### src/rtl/bbs_pkg.sv
package bbs_pkg;

    localparam int NUM_LANES = 2;

    typedef enum logic {
        PH_FIRST  = 1'b0,
        PH_SECOND = 1'b1
    } phase_e;

    typedef enum logic [2:0] {
        RD_NONE      = 3'd0,
        RD_PASS      = 3'd1,
        RD_BYTE_EVEN = 3'd2,
        RD_BYTE_ODD  = 3'd3,
        RD_JOIN      = 3'd4
    } rd_mode_e;

    // Per-cycle decision on which lanes take part and how data moves
    typedef struct packed {
        logic     en_even;
        logic     en_odd;
        logic     hi_even;   // even lane carries the high write byte
        logic     hi_odd;    // odd lane carries the high write byte
        logic     next_row;  // second half of a split word
        logic     last;      // this cycle ends the request
        logic     split;     // request needs two cycles
        rd_mode_e rd_mode;
    } lane_plan_t;

endpackage

### src/rtl/bbs_lane_plan.sv
module bbs_lane_plan
    import bbs_pkg::*;
(
    input  logic       req_valid,
    input  logic       req_word,
    input  logic       req_a0,
    input  phase_e     phase,
    output lane_plan_t plan
);

    always_comb begin
        plan         = '0;
        plan.rd_mode = RD_NONE;
        plan.split   = req_word & req_a0;
        if (req_valid) begin
            if (phase == PH_SECOND) begin
                // high byte of a split word: even bank, following row
                plan.en_even  = 1'b1;
                plan.hi_even  = 1'b1;
                plan.next_row = 1'b1;
                plan.last     = 1'b1;
                plan.rd_mode  = RD_JOIN;
            end else if (!req_word) begin
                plan.en_even = ~req_a0;
                plan.en_odd  = req_a0;
                plan.last    = 1'b1;
                plan.rd_mode = req_a0 ? RD_BYTE_ODD : RD_BYTE_EVEN;
            end else if (!req_a0) begin
                plan.en_even = 1'b1;
                plan.en_odd  = 1'b1;
                plan.hi_odd  = 1'b1;
                plan.last    = 1'b1;
                plan.rd_mode = RD_PASS;
            end else begin
                // low byte of a split word: odd bank, own row
                plan.en_odd  = 1'b1;
                plan.rd_mode = RD_NONE;
            end
        end
    end

endmodule

### src/rtl/bbs_write_steer.sv
module bbs_write_steer
    import bbs_pkg::*;
#(
    parameter int BYTE_W = 8
) (
    input  logic                          wr,
    input  logic [NUM_LANES-1:0]          lane_en,
    input  logic [NUM_LANES-1:0]          lane_hi,
    input  logic [NUM_LANES*BYTE_W-1:0]   wdata,
    output logic [NUM_LANES*BYTE_W-1:0]   lane_data
);

    localparam int DATA_W = NUM_LANES * BYTE_W;

    logic [BYTE_W-1:0] lo_byte;
    logic [BYTE_W-1:0] hi_byte;

    assign lo_byte = wdata[BYTE_W-1:0];
    assign hi_byte = wdata[DATA_W-1 -: BYTE_W];

    for (genvar g = 0; g < NUM_LANES; g++) begin : g_lane
        assign lane_data[g*BYTE_W +: BYTE_W] =
            (wr && lane_en[g]) ? (lane_hi[g] ? hi_byte : lo_byte) : '0;
    end

endmodule

### src/rtl/bbs_read_merge.sv
module bbs_read_merge
    import bbs_pkg::*;
#(
    parameter int BYTE_W = 8
) (
    input  rd_mode_e                       mode,
    input  logic [NUM_LANES*BYTE_W-1:0]    lane_rdata,
    input  logic [BYTE_W-1:0]              held_lo,
    output logic [NUM_LANES*BYTE_W-1:0]    rdata
);

    localparam int DATA_W = NUM_LANES * BYTE_W;

    logic [BYTE_W-1:0] even_lane;
    logic [BYTE_W-1:0] odd_lane;

    assign even_lane = lane_rdata[BYTE_W-1:0];
    assign odd_lane  = lane_rdata[DATA_W-1 -: BYTE_W];

    always_comb begin
        unique case (mode)
            RD_PASS:      rdata = lane_rdata;
            RD_BYTE_EVEN: rdata = {{BYTE_W{1'b0}}, even_lane};
            RD_BYTE_ODD:  rdata = {{BYTE_W{1'b0}}, odd_lane};
            RD_JOIN:      rdata = {even_lane, held_lo};
            default:      rdata = '0;
        endcase
    end

endmodule

### src/rtl/byte_bank_splitter.sv
module byte_bank_splitter
    import bbs_pkg::*;
#(
    parameter int ADDR_W = 16,
    parameter int BYTE_W = 8
) (
    input  logic                        clk,
    input  logic                        rst_n,
    input  logic                        cpu_valid,
    output logic                        cpu_ready,
    input  logic                        cpu_write,
    input  logic                        cpu_word,
    input  logic [ADDR_W-1:0]           cpu_addr,
    input  logic [NUM_LANES*BYTE_W-1:0] cpu_wdata,
    output logic [NUM_LANES*BYTE_W-1:0] cpu_rdata,
    output logic                        mem_valid,
    input  logic                        mem_ready,
    output logic                        mem_write,
    output logic                        mem_en_even,
    output logic                        mem_en_odd,
    output logic [ADDR_W-2:0]           mem_row,
    output logic [NUM_LANES*BYTE_W-1:0] mem_wdata,
    input  logic [NUM_LANES*BYTE_W-1:0] mem_rdata
);

    localparam int DATA_W = NUM_LANES * BYTE_W;
    localparam int ROW_W  = ADDR_W - 1;

    typedef struct packed {
        phase_e             phase;
        logic [BYTE_W-1:0]  lo;     // odd-lane byte from the first half
    } state_t;

    state_t     st_d;
    state_t     st_q;
    lane_plan_t plan;

    bbs_lane_plan u_plan (
        .req_valid (cpu_valid),
        .req_word  (cpu_word),
        .req_a0    (cpu_addr[0]),
        .phase     (st_q.phase),
        .plan      (plan)
    );

    bbs_write_steer #(.BYTE_W(BYTE_W)) u_wsteer (
        .wr        (cpu_write),
        .lane_en   ({plan.en_odd, plan.en_even}),
        .lane_hi   ({plan.hi_odd, plan.hi_even}),
        .wdata     (cpu_wdata),
        .lane_data (mem_wdata)
    );

    bbs_read_merge #(.BYTE_W(BYTE_W)) u_rmerge (
        .mode       (plan.rd_mode),
        .lane_rdata (mem_rdata),
        .held_lo    (st_q.lo),
        .rdata      (cpu_rdata)
    );

    assign mem_valid   = cpu_valid;
    assign mem_write   = cpu_write;
    assign mem_en_even = plan.en_even;
    assign mem_en_odd  = plan.en_odd;
    assign mem_row     = cpu_addr[ADDR_W-1:1] + ROW_W'(plan.next_row);
    assign cpu_ready   = mem_ready & plan.last;

    always_comb begin
        st_d = st_q;
        if (cpu_valid && mem_ready) begin
            if (st_q.phase == PH_FIRST && plan.split) begin
                st_d.phase = PH_SECOND;
                st_d.lo    = mem_rdata[DATA_W-1 -: BYTE_W];
            end else if (st_q.phase == PH_SECOND) begin
                st_d.phase = PH_FIRST;
            end
        end
    end

    always_ff @(posedge clk) begin
        if (!rst_n) begin
            st_q.phase <= PH_FIRST;
            st_q.lo    <= '0;
        end else begin
            st_q <= st_d;
        end
    end

endmodule


### config.mk
export PLATFORM = sky130hd
export DESIGN_NAME = byte_bank_splitter
export DESIGN_NICKNAME = d
export VERILOG_FILES = /design/src/rtl/bbs_pkg.sv /design/src/rtl/bbs_lane_plan.sv /design/src/rtl/bbs_write_steer.sv /design/src/rtl/bbs_read_merge.sv /design/src/rtl/byte_bank_splitter.sv
export SDC_FILE = /design/constraint.sdc
export NUM_CORES = 1
export LEC_CHECK = 0
export ABC_AREA = 1
export BUFFER_PORTS_ARGS = -buffer_cell sky130_fd_sc_hd__buf_2
export CORE_ASPECT_RATIO = 2
export CORE_MARGIN = 4
export CORE_UTILIZATION = 37
export DETAILED_ROUTE_END_ITERATION = 7
export HOLD_SLACK_MARGIN = 0.03
export PLACE_DENSITY_LB_ADDON = 0.08
export SLEW_MARGIN = 20
export SYNTH_ARGS = -nofsm -noshare
export SYNTH_HDL_FRONTEND = slang
export SYNTH_SLANG_ARGS = --single-unit
### constraint.sdc
create_clock -name clk -period 1.57 [get_ports clk]
set_input_delay 0.157 -clock clk [delete_from_list [all_inputs] [get_ports clk]]
set_output_delay 0.157 -clock clk [all_outputs]
set_load 0.01 [all_outputs]
# Word-level counts from Yosys, hierarchy flattened
# Index checks and enable logic that the tools add are counted.
# Widths: inputs -> output; s select.
[classes]
n_lt_le_gt_ge = 0
div = 0
n_bitwise = 4
muxes = 21
reduce_logical = 5
shifts = 0
add_sub_neg = 1
n_mul = 0
n_eq_ne = 4
[ops]
columns = ["op", "n"]
rows = [
  ["$pmux 16 s4", 1],
  ["$mux 8", 4],
  ["$add 15x1->15", 1],
  ["$mux 1", 11],
  ["$mux 3", 3],
  ["$eq 3x2->1 const B", 2],
  ["$mux 6", 1],
  ["$logic_and 1x1->1", 4],
  ["$eq 3x1->1 const B", 1],
  ["$eq 3x3->1 const B", 1],
  ["$and 1x1->1", 2],
  ["$mux 2", 1],
  ["$not 1->1", 2],
  ["$reduce_and 2->1", 1],
]
[totals]
latch_bits = 0
out_inout_bits = 52
in_bits = 54
rom_bits = 0
mem_count = 0
ram_bits = 0
elab_cells = 37
regBits = 9

# Depth between registers and ports, before layout
# Gate-level depths: netlist of run 1.
[depth]
word_depth = 6
mapped_depth = 10
mapped_depth_nobuf = 9

# Modules after synthesis
# From an unflattened synthesis of run 1, not the netlist that was laid out.
[unflattened]
hier_cells = 292
area_unflattened_um2 = 1614.0
[by_module_without_submodules]
columns = ["mod", "area_each_um2", "cells_each", "seq_area_each_um2", "n_inst"]
rows = [
  ["byte_bank_splitter", 706.9, 106, 180.2, 1],
  ["bbs_read_merge", 427.9, 84, 0.0, 1],
  ["bbs_write_steer", 360.3, 80, 0.0, 1],
  ["bbs_lane_plan", 118.9, 22, 0.0, 1],
]

# Worst setup path after synthesis of run 1
# OpenSTA, ideal clock, no wires.
[synth_timing]
path_kind = "reg-to-output"
start = "reg, netlist name st_q[8]"
end = "out mem_row[8]"
n_path_buf = 1
t_required_ps = 1413
path_slack_ps = -211
arrival_time_ps = 1624
path_stages_with_launch = 10
path_cell_list = "dfxtp_1 nand2_4 inv_6 buf_12 ha_1 ha_1 nand2_1 nor2_1 nand2_1 xnor2_1"
[synth_between]
elab_chain_len = 3
[synth_rtl]
columns = ["item", "line_no", "source"]
rows = [
  ["$mux 1", "bbs_lane_plan.sv:16", "if (phase == PH_SECOND) begin"],
  ["$mux 6", "bbs_lane_plan.sv:15", "if (req_valid) begin"],
  ["$add 15x1->15", "byte_bank_splitter.sv:65", "assign mem_row = cpu_addr[ADDR_W-1:1] + ROW_W'(plan.next_row);"],
  ["end: declaration", "byte_bank_splitter.sv:21", "output logic [ADDR_W-2:0] mem_row,"],
]
# No other way between the ends.

# Worst setup path in the final report of run 1
[layout_timing]
start = "reg, netlist name st_q[8]"
end = "out mem_row[14]"
[layout_between]
elab_chain_len = 3
[layout_rtl]
columns = ["item", "line_no"]
rows = [
  ["$mux 1", "bbs_lane_plan.sv:16"],
  ["$mux 6", "bbs_lane_plan.sv:15"],
  ["$add 15x1->15", "byte_bank_splitter.sv:65"],
]
# No other way between the ends.

==> flow_summary.ini, run 1 <==
[yosys]
synth_most_common_cell = nand2_1
yosysSeqAreaShare = 0.123
synthFlopType = dfxtp_1
synth.area.mux_share = 0
synth-simple-area-share = 0.564
synth_edf_count = 0
synth_top_family_by_area = simple AND/OR/NAND/NOR gates
synthArstFlopShare = 0
synth_area_um2 = 1460
ys_top_cells_by_count = nand2_1 (87), nor2_1 (43), inv_1 (26), nand3_1 (22), o21ai_0 (21)
synth_top_area_share = 0.223
synth.area.top_cells = nand2_1 (22%), dfxtp_1 (12%), nor2_1 (11%), nand3_1 (7.5%), o21ai_0 (7.2%)
synth_top_area_cell = nand2_1
synthXorXnorAreaFrac = 0.0359
synth_fp_nets = 322
synth_warnings = 0
synth_compound_area_frac = 0.0992
ys_types = 29
syn_avg_cell_area_um2 = 5.56
ys_seq_elements = 9
syn_inst = 263
synth-adder-area-share = 0.0428

[setup_path]
cp.required_ns = 1.41
crit_path_end_kind = primary output
critPathMaxStageDelay_ns = 0.38
crit_slowest_cell = dfxtp_4
crit_type = flop to primary output
crit_path_cell_trace = nand2_8 -> inv_8 -> ha_4 -> ha_4 -> nand2_4 -> nor2_4 -> nand3_1 -> nand2_1 -> nand2_1 -> buf_2
crit_fanout = 5
critPathTopFamily = simple AND/OR/NAND/NOR gates
cp.arrival_ns = 1.55
crit_buf_inv = 2
worst_setup_path_start_kind = flop

[drt]
ant_nets = 0
wire_per_inst_um = 11.9
firstDrtPassIters = 4
routed_via_density = 4.75
dr_total_vias = 2037
wl_um = 5110
drc = 0
drt-initial-drc-count = 22

[placement]
place_ws_ns = 0.0381
hpwl_um = 4220
dpl.cell_count = 418
gp_congestion = 0.795
io_buffer_count = 105

[sta]
slew_headroom = 0.777
grt_setup_unrepaired = true
hold_viol = 0
period_share = 1.09
setup_viol = 27
hold_slack_ns = 0.212
fin_worst_skew_ns = 0.00239
drv_slew = 0
worst_pin_slew_ns = 0.333
setup_ws_ns = -0.135
finalCriticalPeriod_ns = 1.70
fmax_mhz = 587

[clocking]
cts.sinks = 9
numCtsBuffers = 3
ctsHtreeMaxLevel = 1
clk_path_buf_depth = 2
hold_buffers = 0
cts-root-buf = clkbuf_8
clock_latency_ns = 0.23
cts_tree = built
cts.clk_slew.worst_paths_ns = 0.04

[floorplanning]
die_w_um = 52.5
core_area_um2 = 3840
die_h_um = 96.9
dieArea_um2 = 5080
initial_utilization = 0.381
io_pins = 106
rows = 32

[run_status]
status = complete, but fails checks
violations = setup timing

[final_layout]
largest_reg_flops = 9
final_cells = 429
n_fill_cell = 433
area_growth_pct = 58.3
regMostFlops = st_q
multi_input_area_um2 = 1230
seq_area_um2 = 184
drive_gt1_frac = 0.421
fin_nets = 438
reg_top3 = st_q x9
n_antenna_cell = 0

[power]
power_density_nw_per_um2 = 444
vdd_ir_drop_max_mv = 0.758
p_leak_uw = 0.00135

[grt]
grt_pass1_wl_um = 8180
grt_max_degree = 18
grt_pass1_vias = 1939
grt_usage = 0.198
antenna_found_initial = 0
grt_overflow_total = 0

[flow_run]
max_cap_violations = 0

[min_path]
hold_class = input port to flop
==> logic make-up (layout without fill, tap and decap cells) <==
kind of cell / count (synthesis) / count (layout)
adder cells (fa/ha/maj): 5 / 5
AO/OA/AOI/OAI: 26 / 26
AND/OR/NAND/NOR: 180 / 181
buffers and inverters: 37 / 151
XOR/XNOR: 6 / 6
flip-flops: 9 / 9
==> stage by stage <==
stage	setup TNS, ns	util	instance area, um2	power, uW
after floorplan	0	-	1540	516
after global placement	0	0.548	2110	719
after detailed placement	0	0.548	2110	723
after CTS	-1.26	0.575	2210	1010
after global routing	-3.49	0.603	2320	1100
final	-1.64	0.603	2320	1030
==> report_power, final <==
group          leakage (uW)  switching [uW]  total (uW)  internal (uW)
clock network     0.0000228            86.5         263            176
registers         0.0000739            6.33         244            238
logic               0.00125             302         522            219
==> final timing paths <==
check	startpoint	to	slack, ns	cells past startpoint
hold reg to reg	st_q[5]$_SDFFE_PN0P_	st_q[5]$_SDFFE_PN0P_	0.48	2
hold / removal	mem_rdata[10]	st_q[2]$_SDFFE_PN0P_	0.21	3
setup reg to reg	st_q[8]$_SDFFE_PN0P_	st_q[7]$_SDFFE_PN0P_	0.35	5
setup / recovery	st_q[8]$_SDFFE_PN0P_	mem_row[14]	-0.13	10
==> worst reg2reg max path: cells and delay by family (launching register included) <==
kind / cells / cell delay, ns
simple gates: 3 / 0.41
flops: 1 / 0.36
compound gates: 1 / 0.19
buf+inv: 1 / 0.16
==> layout by cell type, fill, tap and decap left out <==
cell and n:
buf_2 101, ha_4 2, nand3_4 1, nor2_1 41, a21oi_2 2, inv_1 24, o21ai_0 20, nand2_8 2
inv_2 2, dfxtp_4 1, nand2_4 5, clkbuf_1 1, nand3b_1 3, nor2_4 3, nand3_2 6, buf_4 10
buf_6 6, xor2_2 1, buf_12 1, nand4_1 13, xnor2_2 1, clkinv_4 1, a21oi_4 1, nor2_2 1
nand2_1 82, ha_1 3, xor2_1 4, nand3_1 17, dfxtp_1 8, inv_8 2, nor2_8 1, nand2_2 6
o21ai_1 3, clkbuf_8 3
==> repair_timing <==
item,4_1_cts,5_1_grt
endpoints found under the hold margin,0,0
endpoints found under the setup margin,23,30
pin swaps,15,15
buffers inserted,3,3
gates resized for setup,8,15
cloned,0,1
==> metal layers <==
| metal | part of all wire | GRT usage | vias up |
|---|---|---|---|
| met2 | 0.55 | 0.396 | 66 |
| li1 | - | - | 1074 |
| met4 | 0.025 | 0.0630 | 0 |
| met5 | 0 | 0 | - |
| met1 | 0.37 | 0.192 | 885 |
| met3 | 0.054 | 0.0200 | 12 |
==> cell type report <==
cell class	count	share of cell area
Clock buffer	4	0.0194
Multi-Input combinational cell	218	0.529
Sequential cell	9	0.0794
Inverter	29	0.0556
Timing Repair Buffer	118	0.288
Tap cell	51	0.0276
Power figures use the tool's default switching activity.
==> inputs of run 2 (changes only) <==
--- a/config.mk
+++ b/config.mk
@@ -9,7 +9,8 @@
 export BUFFER_PORTS_ARGS = -buffer_cell sky130_fd_sc_hd__buf_2
 export CORE_ASPECT_RATIO = 2
 export CORE_MARGIN = 4
-export CORE_UTILIZATION = 37
+export CORE_UTILIZATION = 38
+export CTS_BUF_LIST = sky130_fd_sc_hd__clkbuf_4
 export DETAILED_ROUTE_END_ITERATION = 7
 export HOLD_SLACK_MARGIN = 0.03
 export PLACE_DENSITY_LB_ADDON = 0.08
==> flow_summary.ini, run 2 (synthesis gave the netlist of run 1 again) <==
[run_status]
status = complete, but fails checks
violations = setup timing

[clocking]
clk_path_buf_depth = 2
cts-root-buf = clkbuf_4
ctsHtreeMaxLevel = 1
cts.sinks = 9
cts_tree = built
numCtsBuffers = 3
cts.clk_slew.worst_paths_ns = 0.06
clock_latency_ns = 0.26

[sta]
drv_slew = 0
grt_setup_unrepaired = true
hold_viol = 0
fmax_mhz = 574
fin_tns_setup_ns = -2.39
fin_worst_skew_ns = 0.00365
worst_pin_slew_ns = 0.277
setup_ws_ns = -0.171
slew_headroom = 0.814
period_share = 1.11
setup_viol = 34
finalCriticalPeriod_ns = 1.74

[final_layout]
fin_nets = 437
drive_gt1_frac = 0.430
n_fill_cell = 365
layout_commonest_cell = buf_2
regMostFlops = st_q
area_growth_pct = 57.7
largest_reg_flops = 9
n_antenna_cell = 0
reg_top3 = st_q x9
layout_common_cells = buf_2 (104), nand2_1 (82), nor2_1 (38), inv_1 (24), o21ai_0 (19)

[floorplanning]
io_pins = 106
dieArea_um2 = 4970
core_area_um2 = 3680
die_w_um = 51.9
die_h_um = 95.7
rows = 31
initial_utilization = 0.397

[grt]
grt_usage = 0.207
grt_pass1_vias = 2006
grt_pass1_wl_um = 8160
grt_overflow_total = 0
grt_max_degree = 18
antenna_found_initial = 0

[placement]
hpwl_um = 4350
gp_congestion = 0.749
io_buffer_count = 105
place_ws_ns = 0.0537

[drt]
ant_nets = 0
wl_um = 5170
drc = 0
dr_total_vias = 2051
wire_per_inst_um = 12.1
routed_via_density = 4.81
firstDrtPassIters = 4
drt-initial-drc-count = 24

[min_path]
hold_class = input port to flop

[setup_path]
crit_path_end_kind = primary output
crit_type = flop to primary output
cp.required_ns = 1.41
worst_setup_path_start_kind = flop
cp.arrival_ns = 1.58
crit_fanout = 5

[flow_run]
max_cap_violations = 0

[power]
vdd_ir_drop_max_mv = 0.326
power_density_nw_per_um2 = 420
p_leak_uw = 0.00133
==> run 2: per-layer routing <==
layer | global-route usage | wire [um] | part of all wire | vias up
met3 | 0.0295 | 367 | 0.071 | 9
met5 | 0 | 0 | 0 | -
met1 | 0.180 | 1730 | 0.33 | 891
li1 | - | - | - | 1070
met2 | 0.441 | 2990 | 0.58 | 81
met4 | 0.0700 | 79 | 0.015 | 0
==> run 2: critical path, stage by stage (launching register included) <==
cell and delay (ns):
dfxtp_4 0.38, nand2_8 0.06, inv_8 0.06, ha_4 0.13, ha_4 0.14, nand2_4 0.06, nor2_4 0.18, nand3_2 0.08
nand2_1 0.06, nand2_1 0.04, buf_2 0.13
==> run 2: per-stage QoR <==
step | power [uW] | util | cell area (um2) | instances | hold WS, ns
4_1_cts | 954 | 0.608 | 2240 | 426 | 0.184
5_1_grt | 1050 | 0.626 | 2310 | 426 | 0.186
6_report | 969 | 0.626 | 2310 | 426 | 0.190
2_1_floorplan | 516 | - | 1540 | 263 | 0.283
3_5_place_dp | 726 | 0.573 | 2110 | 417 | 0.450
3_3_place_gp | 721 | 0.573 | 2110 | 417 | 0.443
==> run 2: worst paths after layout <==
| path | from | end | slack [ns] | depth (start not counted) |
|---|---|---|---|---|
| max | st_q[8]$_SDFFE_PN0P_ | mem_row[14] | -0.17 | 10 |
| min reg2reg | st_q[2]$_SDFFE_PN0P_ | st_q[2]$_SDFFE_PN0P_ | 0.48 | 2 |
| min | mem_rdata[15] | st_q[7]$_SDFFE_PN0P_ | 0.19 | 3 |
| max reg2reg | st_q[8]$_SDFFE_PN0P_ | st_q[6]$_SDFFE_PN0P_ | 0.37 | 5 |
==> run 2: what timing repair did <==
action,4_1_cts,5_1_grt
cloned,1,0
pin swaps,20,9
hold buffers,0,0
setup endpoints to repair,35,44
setup buffers,4,1
resized for setup,13,13
==> run 2: final cells by class <==
cell class / instances / area [um2] / area share
Multi-Input combinational cell: 218 / 1250 / 0.544
Timing Repair Buffer: 117 / 651 / 0.282
Sequential cell: 9 / 184 / 0.0797
Inverter: 29 / 126 / 0.0548
Tap cell: 49 / 61.3 / 0.0266
Clock buffer: 4 / 30.0 / 0.0130
==> run 2: power breakdown <==
part | switching (uW) | total, uW | internal (uW)
logic | 309 | 533 | 224
clock network | 78.7 | 194 | 115
registers | 6.02 | 243 | 237
==> inputs of run 3 (changes only) <==
--- a/config.mk
+++ b/config.mk
@@ -9,7 +9,7 @@
 export BUFFER_PORTS_ARGS = -buffer_cell sky130_fd_sc_hd__buf_2
 export CORE_ASPECT_RATIO = 2
 export CORE_MARGIN = 4
-export CORE_UTILIZATION = 38
+export CORE_UTILIZATION = 42
 export CTS_BUF_LIST = sky130_fd_sc_hd__clkbuf_4
 export DETAILED_ROUTE_END_ITERATION = 7
 export HOLD_SLACK_MARGIN = 0.03
==> constraint.sdc (replaced) <==
create_clock -name clk -period 1.8 [get_ports clk]
set_input_delay 0.18 -clock clk [delete_from_list [all_inputs] [get_ports clk]]
set_output_delay 0.18 -clock clk [all_outputs]
set_load 0.01 [all_outputs]
==> flow_summary.ini, run 3 (synthesis gave the netlist of run 1 again) <==
[run_status]
status = finished clean

[placement]
dpl.cell_count = 399
gp_congestion = 0.808
io_buffer_count = 105
hpwl_um = 4110

[drt]
dr_total_vias = 2015
wire_per_inst_um = 12.2
firstDrtPassIters = 4
drc = 0
drt-initial-drc-count = 22
ant_nets = 0
wl_um = 4940
routed_via_density = 4.96

[sta]
hold_viol = 0
fin_worst_skew_ns = 0.000348
finalCriticalPeriod_ns = 1.75
setup_viol = 0
slew_headroom = 0.805
fmax_mhz = 573
period_share = 0.970
grt_setup_unrepaired = true
drv_slew = 0
worst_pin_slew_ns = 0.291

[final_layout]
n_fill_cell = 344
layout_common_cells = buf_2 (105), nand2_1 (85), nor2_1 (41), inv_1 (25), o21ai_0 (21)
multi_input_area_um2 = 1180
largest_reg_flops = 9
area_growth_pct = 47.5
fin_nets = 434
reg_top3 = st_q x9
n_antenna_cell = 0
final_cells = 406
seq_area_um2 = 181
regMostFlops = st_q
final_util = 0.639
drive_gt1_frac = 0.396
layout_commonest_cell = buf_2

[floorplanning]
die_w_um = 49.7
initial_utilization = 0.433
io_pins = 106
dieArea_um2 = 4550
rows = 30
die_h_um = 91.5
core_area_um2 = 3380

[grt]
grt_pass1_vias = 1887
grt_pass1_wl_um = 7850
grt_usage = 0.212
grt_max_degree = 18
antenna_found_initial = 0
grt_overflow_total = 0

[power]
power_density_nw_per_um2 = 372
p_leak_uw = 0.00131
vdd_ir_drop_max_mv = 0.425

[setup_path]
critPathLaunch = st_q[8]$_SDFFE_PN0P_
cp.arrival_ns = 1.57
r2r_start = st_q[8]$_SDFFE_PN0P_
crit_fanout = 4
cp.required_ns = 1.62
crit_path_end_kind = primary output
crit_type = flop to primary output
worst_setup_path_start_kind = flop

[clocking]
cts_tree = built
ctsHtreeMaxLevel = 1
cts-root-buf = clkbuf_4
cts.clk_slew.worst_paths_ns = 0.06
clk_path_buf_depth = 2
clock_latency_ns = 0.26
hold_buffers = 0
numCtsBuffers = 3
cts.sinks = 9

[min_path]
hold_class = input port to flop
min_from = mem_rdata[11]

[flow_run]
max_cap_violations = 0
## run 3: changes by cell type in the layout (fill, tap and decap cells not counted), moves of 2 or more
cell,previous run,this run
nor2_2,4,0
nand2_1,82,85
nand2_8,3,0
nor2_1,38,41
buf_6,2,0
nand3_1,17,19
nand3_2,5,3
nor2_4,3,5
o21ai_0,19,21
o21ai_1,4,2
## run 3: where the power goes
part	switching (uW)	internal [uW]	total, uW	leakage, uW
clock network	69.5	100	170	0.0000184
logic	248	173	421	0.00122
registers	4.11	207	211	0.0000736
## run 3: area by class of cell
| class | count | share of cell area |
|---|---|---|
| multi-input cells | 218 | 0.548 |
| repair buffers | 114 | 0.281 |
| flip-flops and latches | 9 | 0.0841 |
| inverters | 29 | 0.0551 |
| well taps | 32 | 0.0186 |
| clock buffers | 4 | 0.0139 |
## run 3: path summary, 6_finish.rpt
kind                          endpoint  slack [ns]  cells after the start
setup / recovery            mem_row[8]        0.05                      9
hold / removal    st_q[3]$_SDFFE_PN0P_        0.21                      3
setup reg to reg  st_q[7]$_SDFFE_PN0P_        0.64                      5
hold reg to reg   st_q[0]$_SDFFE_PN0P_        0.48                      2
## run 3: critical path, cell delays in order, from the launching register on
cell and delay, ns:
dfxtp_2 0.35, nand2_4 0.06, clkinv_4 0.06, ha_4 0.14, ha_4 0.14, nand2_4 0.06
nor2_4 0.15, nand2_2 0.09, xnor2_2 0.13, buf_2 0.13
## run 3: metrics by stage
stage | total power [uW] | TNS (ns) | worst slack, ns | hold WS, ns | area, um2
2_1_floorplan | 442 | 0 | 0.0266 | 0.316 | 1470
3_3_place_gp | 616 | 0 | 0.0894 | 0.462 | 2010
3_5_place_dp | 620 | 0 | 0.0575 | 0.471 | 2010
4_1_cts | 804 | 0 | 0.0344 | 0.201 | 2120
5_1_grt | 867 | -0.0866 | -0.0294 | 0.241 | 2160
6_report | 802 | 0 | 0.0540 | 0.210 | 2160
## run 3: metal layers
layer,up-vias,track usage,share of wire
met3,4,0.0213,0.065
met4,0,0.0485,0.0065
met5,-,0,0
met2,79,0.477,0.60
li1,1062,-,-
met1,870,0.175,0.32
## run 3: repair_timing
item                       4_1_cts  5_1_grt
setup buffers                    1        1
pin swaps                        3       14
resized for setup               15        5
setup endpoints to repair       11       24
hold endpoints to repair         0        0
gates cloned                     1        0
